**src/rtl/pcs_pkg.sv**
```systemverilog
package pcs_pkg;

  typedef enum logic [3:0] {
    S_IDLE, S_TV, S_HI, S_LO, S_IDX, S_PL, S_M, S_U,
    S_N, S_NCHK, S_V, S_E, S_WAIT, S_FIN
  } pcs_state_e;

  localparam int IDX_LAST = 14;

  // Post-divide ratio for each table index (non-monotonic above index 9)
  function automatic logic [5:0] ratio_of(input logic [3:0] idx);
    case (idx)
      4'd0:    ratio_of = 6'd1;
      4'd1:    ratio_of = 6'd2;
      4'd2:    ratio_of = 6'd3;
      4'd3:    ratio_of = 6'd4;
      4'd4:    ratio_of = 6'd5;
      4'd5:    ratio_of = 6'd6;
      4'd6:    ratio_of = 6'd8;
      4'd7:    ratio_of = 6'd10;
      4'd8:    ratio_of = 6'd12;
      4'd9:    ratio_of = 6'd16;
      4'd10:   ratio_of = 6'd12;
      4'd11:   ratio_of = 6'd16;
      4'd12:   ratio_of = 6'd20;
      4'd13:   ratio_of = 6'd24;
      default: ratio_of = 6'd32;
    endcase
  endfunction

  function automatic logic [5:0] clamp_bound(input logic [31:0] q, input int lo, input int hi);
    if (q < 32'(lo))      clamp_bound = 6'(lo);
    else if (q > 32'(hi)) clamp_bound = 6'(hi);
    else                  clamp_bound = q[5:0];
  endfunction

endpackage

```
**src/rtl/pcs_divider.sv**
```systemverilog
module pcs_divider #(
  parameter int W = 32
) (
  input  logic         clk,
  input  logic         rst,
  input  logic         go,
  input  logic [W-1:0] num,
  input  logic [W-1:0] den,
  output logic         busy,
  output logic         done,
  output logic [W-1:0] quo,
  output logic [W-1:0] rem
);
  localparam int CNT_W = $clog2(W) + 1;

  logic [W-1:0]     den_r;
  logic [CNT_W-1:0] cnt;
  logic [W:0]       shl;
  logic             ge;
  logic [W:0]       sub;

  always_comb begin
    shl = {rem, quo[W-1]};
    sub = shl - {1'b0, den_r};
    ge  = (shl >= {1'b0, den_r});
  end

  always_ff @(posedge clk) begin
    if (rst) begin
      busy  <= 1'b0;
      done  <= 1'b0;
      quo   <= '0;
      rem   <= '0;
      den_r <= '0;
      cnt   <= '0;
    end else begin
      done <= 1'b0;
      if (go && !busy) begin
        busy  <= 1'b1;
        quo   <= num;
        rem   <= '0;
        den_r <= den;
        cnt   <= '0;
      end else if (busy) begin
        rem <= ge ? sub[W-1:0] : shl[W-1:0];
        quo <= {quo[W-2:0], ge};
        cnt <= cnt + 1'b1;
        if (cnt == CNT_W'(W - 1)) begin
          busy <= 1'b0;
          done <= 1'b1;
        end
      end
    end
  end

  // every quotient handed to the search carries a proper remainder
  a_r5_rem_below_den: assert property (@(posedge clk) disable iff (rst)
    (done && den_r != '0) |-> (rem < den_r));

endmodule

```
**src/rtl/pcs_ratio_lut.sv**
```systemverilog
module pcs_ratio_lut (
  input  logic [3:0] idx,
  output logic [5:0] ratio
);
  import pcs_pkg::*;
  assign ratio = ratio_of(idx);
endmodule

```
**src/rtl/pcs_bound_map.sv**
```systemverilog
module pcs_bound_map (
  input  logic [5:0] bound,
  output logic [3:0] idx
);
  import pcs_pkg::*;
  always_comb begin
    idx = 4'(IDX_LAST);
    for (int i = IDX_LAST - 1; i >= 0; i--) begin
      if (ratio_of(4'(i)) >= bound) idx = 4'(i);
    end
  end
endmodule

```
**src/rtl/pll_coef_search.sv**
```systemverilog
module pll_coef_search #(
  parameter int FW      = 12,
  parameter int RW      = 8,
  parameter int DW      = 32,
  parameter int CW      = 8,
  parameter int EW      = 16,
  parameter int VCO_MIN = 1000,
  parameter int VCO_MAX = 2064,
  parameter int CMP_MIN = 12,
  parameter int CMP_MAX = 38,
  parameter int M_MIN   = 1,
  parameter int M_MAX   = 255,
  parameter int N_MIN   = 8,
  parameter int N_MAX   = 255,
  parameter int R_MIN   = 1,
  parameter int R_MAX   = 32,
  parameter int SLOPE   = 50
) (
  input  logic          clk,
  input  logic          rst,
  input  logic          start,
  input  logic [FW-1:0] req_mhz,
  input  logic [RW-1:0] ref_mhz,
  output logic          busy,
  output logic          done,
  output logic          found,
  output logic [CW-1:0] m_div,
  output logic [CW-1:0] n_mul,
  output logic [3:0]    pl_idx,
  output logic [EW-1:0] best_err
);
  import pcs_pkg::*;

  localparam logic [3:0] PL_DEF = 4'd1;

  pcs_state_e st, ret_st;
  logic [DW-1:0] tgt_q, ref_q, tvco_q, maxv_q, tv_q, m_q, n_q, n2_q;
  logic [5:0]    bnd [2];
  logic [3:0]    bidx [2];
  logic [3:0]    pl_q, hi_idx_q;
  logic [5:0]    ratio;
  logic [CW-1:0] best_m, best_n;
  logic [3:0]    best_pl;
  logic [EW-1:0] best_e;
  logic          hit;

  logic          dv_go, dv_busy, dv_done;
  logic [DW-1:0] dv_num, dv_den, dv_q, dv_r;
  logic [DW-1:0] tvco_n, maxv_n, diff_n;

  pcs_divider #(.W(DW)) u_div (
    .clk(clk), .rst(rst), .go(dv_go), .num(dv_num), .den(dv_den),
    .busy(dv_busy), .done(dv_done), .quo(dv_q), .rem(dv_r)
  );

  pcs_ratio_lut u_lut (.idx(pl_q), .ratio(ratio));

  // bound 0 = low bound, bound 1 = high bound
  for (genvar g = 0; g < 2; g++) begin : g_bound
    pcs_bound_map u_map (.bound(bnd[g]), .idx(bidx[g]));
  end

  always_comb begin
    tvco_n = tgt_q + dv_q;
    maxv_n = (tvco_n > DW'(VCO_MAX)) ? tvco_n : DW'(VCO_MAX);
    diff_n = (dv_q >= tgt_q) ? (dv_q - tgt_q) : (tgt_q - dv_q);
  end

  assign busy = (st != S_IDLE);

  always_ff @(posedge clk) begin
    if (rst) begin
      st <= S_IDLE;  ret_st <= S_IDLE;
      tgt_q <= '0;   ref_q <= '0;  tvco_q <= '0; maxv_q <= '0;
      tv_q <= '0;    m_q <= '0;    n_q <= '0;    n2_q <= '0;
      bnd[0] <= 6'd1; bnd[1] <= 6'd1;
      pl_q <= '0;    hi_idx_q <= '0;
      best_m <= CW'(M_MAX); best_n <= CW'(N_MIN); best_pl <= PL_DEF;
      best_e <= '1;  hit <= 1'b0;
      dv_go <= 1'b0; dv_num <= '0; dv_den <= '0;
      done <= 1'b0;  found <= 1'b0;
      m_div <= CW'(M_MAX); n_mul <= CW'(N_MIN); pl_idx <= PL_DEF;
      best_err <= '1;
    end else begin
      dv_go <= 1'b0;
      done  <= 1'b0;
      case (st)
        S_IDLE: if (start) begin
          tgt_q   <= DW'(req_mhz) << 1;
          ref_q   <= DW'(ref_mhz);
          hit     <= 1'b0;
          best_m  <= CW'(M_MAX);
          best_n  <= CW'(N_MIN);
          best_pl <= PL_DEF;
          best_e  <= '1;
          dv_num  <= DW'(req_mhz) << 1;
          dv_den  <= DW'(SLOPE);
          dv_go   <= 1'b1;
          ret_st  <= S_TV;
          st      <= S_WAIT;
        end
        S_TV: begin
          tvco_q <= tvco_n;
          maxv_q <= maxv_n;
          dv_num <= maxv_n + tvco_n - 1'b1;
          dv_den <= tvco_n;
          dv_go  <= 1'b1;
          ret_st <= S_HI;
          st     <= S_WAIT;
        end
        S_HI: begin
          bnd[1] <= clamp_bound(dv_q, R_MIN, R_MAX);
          dv_num <= DW'(VCO_MIN);
          dv_den <= tvco_q;
          dv_go  <= 1'b1;
          ret_st <= S_LO;
          st     <= S_WAIT;
        end
        S_LO: begin
          bnd[0] <= clamp_bound(dv_q, R_MIN, R_MAX);
          st     <= S_IDX;
        end
        S_IDX: begin
          pl_q     <= bidx[0];
          hi_idx_q <= bidx[1];
          st       <= S_PL;
        end
        S_PL: begin
          if (pl_q > hi_idx_q) st <= S_FIN;
          else begin
            tv_q <= tgt_q * DW'(ratio);
            m_q  <= DW'(M_MIN);
            st   <= S_M;
          end
        end
        S_M: begin
          if (m_q > DW'(M_MAX)) begin
            pl_q <= pl_q + 1'b1;
            st   <= S_PL;
          end else begin
            dv_num <= ref_q;
            dv_den <= m_q;
            dv_go  <= 1'b1;
            ret_st <= S_U;
            st     <= S_WAIT;
          end
        end
        S_U: begin
          if (dv_q < DW'(CMP_MIN)) begin
            pl_q <= pl_q + 1'b1;
            st   <= S_PL;
          end else if (dv_q > DW'(CMP_MAX)) begin
            m_q <= m_q + 1'b1;
            st  <= S_M;
          end else begin
            dv_num <= tv_q * m_q;
            dv_den <= ref_q;
            dv_go  <= 1'b1;
            ret_st <= S_N;
            st     <= S_WAIT;
          end
        end
        S_N: begin
          if (dv_q > DW'(N_MAX)) begin
            pl_q <= pl_q + 1'b1;
            st   <= S_PL;
          end else begin
            n_q  <= dv_q;
            n2_q <= dv_q + DW'(dv_r != '0);
            st   <= S_NCHK;
          end
        end
        S_NCHK: begin
          if (n_q > n2_q || n_q > DW'(N_MAX)) begin
            m_q <= m_q + 1'b1;
            st  <= S_M;
          end else if (n_q < DW'(N_MIN)) begin
            n_q <= n_q + 1'b1;
          end else begin
            dv_num <= ref_q * n_q;
            dv_den <= m_q;
            dv_go  <= 1'b1;
            ret_st <= S_V;
            st     <= S_WAIT;
          end
        end
        S_V: begin
          if (dv_q >= DW'(VCO_MIN) && dv_q <= maxv_q) begin
            dv_num <= dv_q + DW'(ratio >> 1);
            dv_den <= DW'(ratio);
            dv_go  <= 1'b1;
            ret_st <= S_E;
            st     <= S_WAIT;
          end else begin
            n_q <= n_q + 1'b1;
            st  <= S_NCHK;
          end
        end
        S_E: begin
          if (diff_n < DW'(best_e)) begin
            best_m  <= m_q[CW-1:0];
            best_n  <= n_q[CW-1:0];
            best_pl <= pl_q;
            best_e  <= diff_n[EW-1:0];
            hit     <= 1'b1;
          end
          if (diff_n == '0) st <= S_FIN;
          else begin
            n_q <= n_q + 1'b1;
            st  <= S_NCHK;
          end
        end
        S_WAIT: if (dv_done) st <= ret_st;
        S_FIN: begin
          m_div    <= best_m;
          n_mul    <= best_n;
          pl_idx   <= best_pl;
          best_err <= best_e;
          found    <= hit;
          done     <= 1'b1;
          st       <= S_IDLE;
        end
        default: st <= S_IDLE;
      endcase
    end
  end

  // single-cycle completion pulse
  a_r10_done_pulse: assert property (@(posedge clk) disable iff (rst)
    done |=> !done);

  // results only move together with done
  a_r10_outputs_hold: assert property (@(posedge clk) disable iff (rst)
    1'b1 |=> (done || ($stable(m_div) && $stable(n_mul) && $stable(pl_idx)
                        && $stable(best_err) && $stable(found))));

  // found flag agrees with the error value
  a_r8_found_flag: assert property (@(posedge clk) disable iff (rst)
    done |-> (found == (best_err != '1)));

  // qualified coefficients lie in their ranges
  a_r3_coef_range: assert property (@(posedge clk) disable iff (rst)
    (done && found) |-> (m_div >= CW'(M_MIN) && n_mul >= CW'(N_MIN) && pl_idx <= 4'(IDX_LAST)));

  // engine is idle while the result is announced
  a_r11_idle_on_done: assert property (@(posedge clk) disable iff (rst)
    done |-> !busy);

endmodule

```
**config.mk**
```make
export PLATFORM = sky130hd
export DESIGN_NAME = pll_coef_search
export DESIGN_NICKNAME = d
export VERILOG_FILES = /design/src/rtl/pcs_pkg.sv /design/src/rtl/pcs_divider.sv /design/src/rtl/pcs_ratio_lut.sv /design/src/rtl/pcs_bound_map.sv /design/src/rtl/pll_coef_search.sv
export SDC_FILE = /design/constraint.sdc
export NUM_CORES = 2
export LEC_CHECK = 0
export BUFFER_PORTS_ARGS = -buffer_cell sky130_fd_sc_hd__buf_2
export CAP_MARGIN = 20
export CORE_UTILIZATION = 50
export DETAILED_ROUTE_END_ITERATION = 6
export PLACE_DENSITY = 0.66
export SYNTH_ARGS = -nofsm -noshare
export SYNTH_HDL_FRONTEND = slang
export SYNTH_SLANG_ARGS = --single-unit
```
**constraint.sdc**
```tcl
create_clock -name clk -period 15.3 [get_ports clk]
set_clock_uncertainty 0.05 [all_clocks]
set_input_delay 0.765 -clock clk [delete_from_list [all_inputs] [get_ports clk]]
set_output_delay 0.765 -clock clk [all_outputs]
set_load 0.02 [all_outputs]
```
Yosys cells after proc, flatten, opt, wreduce, memory -nomap -nowiden
Memory sizes are Yosys's and may differ from the RTL's. A register that Yosys moved wholly into a read port is not among the register bits.
Index checks and enable logic that the tools add are counted.
{"block": "word_totals", "mem_bits_ro": 96, "mem_bits_rw": 12, "in_bits": 23, "out_inout_bits": 39, "n_memories": 2, "ff_bits": 471, "wordCells": 279}
{"memory": "(no name shown)", "words": 16, "width": 6, "rd": 1, "rd_clocked_by_memory_dff": 1, "wr": 0, "line_no": "pcs_pkg.sv:12", "source": "case (idx)"}
{"memory": "bnd", "words": 2, "width": 6, "rd": 2, "rd_clocked_by_memory_dff": 0, "wr": 2, "line_no": "pll_coef_search.sv:38", "source": "logic [5:0] bnd [2];"}
{"block": "op_classes", "n_eq_ne": 34, "order_cmp": 40, "add_sub_neg": 12, "reduce_logical": 26, "mul": 3, "bitwise_logic": 5, "muxes": 125}
{"op": "$mux W32", "count": 28}
{"op": "$pmux W32 S7", "count": 2}
{"op": "$mux W4", "count": 38}
{"op": "$pmux W32 S4", "count": 1}
{"op": "$gt A32 B8 Y1 const B", "count": 3}
{"op": "$pmux W32 S3", "count": 1}
{"op": "$add A32 B1 Y32 const B", "count": 2}
{"op": "$gt A32 B6 Y1 const B", "count": 2}
{"op": "$lt A32 B4 Y1 const B", "count": 2}
{"op": "$mux W6", "count": 8}
{"op": "$pmux W4 S12", "count": 1}
{"op": "$ge A3 B6 Y1 const A", "count": 6}
{"op": "$ge A4 B6 Y1 const A", "count": 6}
{"op": "$ge A5 B6 Y1 const A", "count": 6}
{"op": "$ne A2 B2 Y1 const B", "count": 18}
{"op": "$ge A33 B32 Y1", "count": 1}
{"op": "$add A13 B32 Y32", "count": 1}
{"op": "$add A32 B1 Y32", "count": 1}
{"op": "$add A32 B32 Y32", "count": 1}
{"op": "$add A32 B5 Y32", "count": 1}
{"op": "$ge A32 B10 Y1 const B", "count": 1}
{"op": "$ge A32 B13 Y1", "count": 1}
{"op": "$gt A32 B12 Y1 const B", "count": 1}
{"op": "$gt A32 B32 Y1", "count": 1}
{"op": "other kinds (54)", "count": 112}

Depth between registers and ports, before layout
An unclocked memory read counts as a cell.
{"block": "logic_depth", "depth_word": 17, "mapped_depth": 32, "depth_no_buf": 30}

Hierarchy
From an unflattened synthesis, not the netlist that was laid out.
{"block": "unflattened", "cells_unflattened": 6269, "hier_area_um2": 50798.7}
{"module": "pll_coef_search", "area_each_um2": 44202.4, "seq_area_each_um2": 7447.1, "cells_per_inst": 5431, "n_inst": 1}
{"module": "pcs_divider", "area_each_um2": 6102.1, "seq_area_each_um2": 2082.0, "cells_per_inst": 769, "n_inst": 1}
{"module": "pcs_bound_map", "area_each_um2": 165.2, "seq_area_each_um2": 0.0, "cells_per_inst": 25, "n_inst": 2}
{"module": "pcs_ratio_lut", "area_each_um2": 163.9, "seq_area_each_um2": 0.0, "cells_per_inst": 19, "n_inst": 1}

Least setup slack after synthesis
No wires, ideal clock.
{"block": "synth_timing", "kind": "register to register", "start": "register tv_q[5]", "end": "register dv_num[31]", "setup_ns": 0.074, "path_stages_with_launch": 29, "slack_ns": 7.682, "arrival_time_ns": 7.494, "path_buffers": 2, "synth_period_minus_slack_ns": 7.618, "path_cell_list": "dfxtp_1 > clkbuf_1 > clkbuf_1 > and2_1 > fa_1 > fa_1 > inv_1 > fa_1 > fa_1 > inv_1 > ha_1 > ha_1 > fa_1 > inv_1 > fa_1 > inv_1 > ha_1 > and2_1 > a311o_1 > o31a_1 > a211oi_1 > o21ai_0 > nand4_1 > a311oi_1 > a21o_1 > a21o_1 > a2111oi_0 > o21ai_0 > a31oi_1"}
{"block": "synth_between", "elab_chain_cells": 4}
{"item": "from (decl)", "line_no": "pll_coef_search.sv:37", "source": "logic [DW-1:0] tgt_q, ref_q, tvco_q, maxv_q, tv_q, m_q, n_q, n2_q;"}
{"item": "from (signal assigned)", "line_no": "pll_coef_search.sv:131", "source": "tv_q <= tgt_q * DW'(ratio);"}
{"item": "$mul A31 B32 Y31", "line_no": "pll_coef_search.sv:156", "source": "dv_num <= tv_q * m_q;"}
{"item": "$mux W32", "line_no": "pll_coef_search.sv:152", "source": "end else if (dv_q > DW'(CMP_MAX)) begin"}
{"item": "$mux W32", "line_no": "pll_coef_search.sv:149", "source": "if (dv_q < DW'(CMP_MIN)) begin"}
{"item": "$pmux W32 S7", "line_no": "pll_coef_search.sv:87", "source": "case (st)"}
{"item": "to (signal assigned)", "line_no": "pll_coef_search.sv:96", "source": "dv_num <= DW'(req_mhz) << 1;"}
{"item": "to (signal assigned)", "line_no": "pll_coef_search.sv:105", "source": "dv_num <= maxv_n + tvco_n - 1'b1;"}
{"item": "to (signal assigned)", "line_no": "pll_coef_search.sv:156"}
{"item": "to (decl)", "line_no": "pll_coef_search.sv:48", "source": "logic [DW-1:0] dv_num, dv_den, dv_q, dv_r;"}
Every way passes these cells. The select of a mux whose other input is x is not followed.
A chain may end at the register's enable or synchronous reset.

Worst setup path after layout
{"block": "layout_timing", "start": "register m_q[6]", "end": "register dv_num[31]"}
{"block": "layout_between", "elab_chain_cells": 4, "word_cells_on_any_way": 7, "cone_classes": "1 x mul; 1 x order compare; 1 x eq/ne; 3 x mux; 1 x reduce/logical"}
{"item": "from (decl)", "line_no": "pll_coef_search.sv:37"}
{"item": "from (signal assigned)", "line_no": "pll_coef_search.sv:132", "source": "m_q <= DW'(M_MIN);"}
{"item": "from (signal assigned)", "line_no": "pll_coef_search.sv:153", "source": "m_q <= m_q + 1'b1;"}
{"item": "from (signal assigned)", "line_no": "pll_coef_search.sv:175", "source": "m_q <= m_q + 1'b1;"}
{"item": "$mul A31 B32 Y31", "line_no": "pll_coef_search.sv:156"}
{"item": "$mux W32", "line_no": "pll_coef_search.sv:152"}
{"item": "$mux W32", "line_no": "pll_coef_search.sv:149"}
{"item": "$pmux W32 S7", "line_no": "pll_coef_search.sv:87"}
Parallel ways exist; a longest one is shown, timed or not. The select of a mux whose other input is x is not followed.

==> results.json <==
{
  "fp.dieArea_um2": 103900,
  "slowest_stage": "dfxtp_1",
  "ir_worst_vdd_uv": 208.6,
  "grt_max_degree": 74,
  "place_congestion": 1.024,
  "syn_area_um2": 51300,
  "cpMostUsedCell": "fa_1",
  "ys.flop_type": "dfxtp_1",
  "cts_tree": "yes",
  "final_cell_mix": "inv_1 (758), nand2_1 (753), fa_1 (515)",
  "required_ns": 15.85,
  "worstHoldStart": "ref_mhz[6]",
  "fmax_mhz": 114.8,
  "clk_latency_ns": 0.69,
  "grt_pass1_wl_um": 275200,
  "max_cap_violations": 0,
  "path_buf_inv": 4,
  "drt-pass1-iter-count": 6,
  "use_met1": 0.4277,
  "cpLargestDelayFamily": "adder cells",
  "critPathArrivalTime_ns": 9.26,
  "critical_path.max_fanout": 23,
  "fin_tns_setup_ns": 0,
  "core_area_um2": 101700,
  "drt.antenna.violating_nets": 0,
  "layout_commonest_cell": "inv_1",
  "dp_cells": 7514,
  "fin_crit_sh": 0.5693,
  "drt-initial-drc-count": 4251,
  "path_class": "flip-flop to flip-flop",
  "grt_busiest_layer": "met2",
  "rsz0062_at_grt": "no",
  "clkTransAtPathRegs_ns": 0.06,
  "final_max_slew_viol_count": 0,
  "row_count": 117,
  "drc": 0,
  "numCtsBuffers": 57,
  "r2r_start": "m_q[6]",
  "area_delta_synth_final_pct": 6.735,
  "ys_seq_elements": 476,
  "initial_core_util": 0.5042,
  "die_y_um": 322.3,
  "final_layout_size_suffix_gt1_frac": 0.05440,
  "p_leak_nw": 24.36,
  "cts.sinks": 476,
  "synth_cell_types": 93,
  "die_w_um": 322.3,
  "relSlewSlack": 0.1434,
  "crit_start": "m_q[6]",
  "grt.total_usage": 0.3450,
  "cts_setup_buffers": 0,
  "grt_antenna_before_repair": 5,
  "cts_resized": 0,
  "outcome": "finished clean",
  "yosys_warnings": 0,
  "fin_nets": 7127,
  "critPathLaunchType": "flip-flop",
  "fin_crit_ns": 8.710,
  "num_vias": 45988,
  "grt-ovfl-total": 0,
  "tightestPinTransition_ns": 1.274,
  "hold_viol": 0,
  "cp-end-kind": "flip-flop",
  "portBuffers": 61,
  "finalSetupViolations": 0,
  "cts_htree_levels": 2,
  "syn_inst": 6379,
  "worst_slack_ns": 6.590,
  "final_cells": 7619,
  "grt_use_met2": 0.5496,
  "wl_per_cell_um": 23.37,
  "p_per_area_nw_per_um2": 151.2,
  "grt_pass1_vias": 45610,
  "final_core_util": 0.5381,
  "max_stage_delay_ns": 1.01,
  "wl_um": 178100,
  "cts-root-buf": "clkbuf_16",
  "synth_edf_count": 12,
  "place_ws_ns": 6.679,
  "clk_path_buf_depth": 3,
  "hp-class": "primary input to flip-flop",
  "hpwl_um": 135400,
  "ys_async_sr_fraction": 0,
  "use_met3": 0.06141,
  "yosysSeqAreaShare": 0.1881,
  "routed_via_density": 6.036,
  "io_pins": 62,
  "syn_avg_cell_area_um2": 8.041,
  "ctsHoldBuffers": 0
}
## synth_stat cells (9+ instances only)
cell / number / area [µm²]
nor4_1: 40 / 250.2
o211ai_1: 74 / 555.5
o22ai_1: 22 / 137.6
o41ai_1: 13 / 113.9
a311oi_1: 21 / 183.9
dfxtp_1: 464 / 9289
o21bai_1: 24 / 180.2
buf_2: 16 / 80.08
a21oi_1: 397 / 1987
or2_2: 14 / 87.58
or4_1: 12 / 90.09
a31oi_1: 49 / 306.5
nor3_1: 156 / 780.8
nand2_1: 754 / 2830
xor2_1: 83 / 727.0
nor3b_1: 12 / 90.09
a21o_1: 103 / 773.2
edfxtp_1: 12 / 360.4
ha_1: 382 / 4780
nand2b_1: 44 / 275.3
inv_1: 759 / 2849
clkbuf_1: 389 / 1460
and3_1: 51 / 319.1
xnor2_1: 157 / 1375
or3_1: 31 / 193.9
o2111ai_1: 9 / 78.83
o31ai_1: 15 / 112.6
nor2b_1: 49 / 306.5
and2_1: 386 / 2415
o21a_1: 42 / 315.3
a222oi_1: 29 / 290.3
a221oi_1: 20 / 175.2
nand3b_1: 13 / 97.59
a2111oi_0: 9 / 78.83
a21boi_0: 18 / 135.1
nand4_1: 80 / 500.5
nor2_1: 386 / 1449
o21ai_0: 236 / 1181
a22oi_1: 34 / 255.2
buf_1: 16 / 60.06
nand3_1: 107 / 535.5
fa_1: 515 / 10310
a211oi_1: 147 / 1104
and4_1: 13 / 113.9
mux2i_1: 60 / 600.6
## sequential cells by signal, summed over array words and instances (netlist names), 18 cells and up
register     flops
dv_num          32
u_div.quo       32
tvco_q          32
u_div.rem       32
dv_den          32
maxv_q          32
n2_q            32
u_div.den_r     32
m_q             32
tv_q            18
n_q             32
## where the power goes
part / leakage (nW) / internal, mW / total [mW] / switching, mW
clock: 0.991 / 0.879 / 1.49 / 0.609
combinational: 19.5 / 1.81 / 5.03 / 3.22
sequential: 3.88 / 1.46 / 1.76 / 0.296
## layer usage
layer	vias up	share of wire
met2	1815	0.45
met1	22636	0.40
met4	8	0.077
li1	20995	-
met5	-	0.00081
met3	534	0.075
## stage by stage
stage / power [mW] / hold slack [ns] / area (µm²)
2_1_floorplan: 5.247 / 0.3759 / 51360
3_3_place_gp: 6.644 / 0.3853 / 52690
3_5_place_dp: 6.659 / 0.3927 / 52700
4_1_cts: 8.174 / 0.2531 / 54710
5_1_grt: 8.792 / 0.2806 / 54750
6_report: 8.276 / 0.2641 / 54750
## worst reg2reg max path: cells and delay by family (launching register included)
| kind | cells | cell delay, ns |
|---|---|---|
| AND/OR/NAND/NOR | 3 | 0.65 |
| adder cells (fa/ha/maj) | 9 | 4.07 |
| flip-flops | 1 | 1.01 |
| buffers and inverters | 4 | 0.20 |
| AO/OA/AOI/OAI | 10 | 2.67 |
## logic make-up (layout without fill, tap and decap cells)
family / count (synthesis) / count (layout) / synth area share
AOI/OAI and AO/OA: 1350 / 1350 / 0.1717
xor gates and xnor gates: 240 / 240 / 0.04098
adders and majority gates: 897 / 897 / 0.2942
buffers and inverters: 1187 / 1041 / 0.08776
DFF: 476 / 476 / 0.1881
muxes: 62 / 62 / 0.01215
other: 1 / 19 / 0.00007311
and+or+nand+nor: 2166 / 2166 / 0.2050
## worst paths after layout
check | end | slack, ns | depth (start not counted)
max | dv_num[31] | 6.59 | 26
min | ref_q[6] | 0.26 | 3
max reg2reg | dv_num[31] | 6.59 | 26
min reg2reg | n2_q[31] | 0.40 | 2
## area by class of cell
class / count / area (µm²)
Antenna cell: 1 / 2.502
Clock buffer: 74 / 1622
Clock inverter: 28 / 382.9
Fill cell: 9808 / 46990
Inverter: 761 / 2856
Multi-Input combinational cell: 4733 / 37300
Sequential cell: 476 / 9656
Tap cell: 1368 / 1712
Timing Repair Buffer: 178 / 1219
No activity file was read; power rests on OpenSTA's default activity.
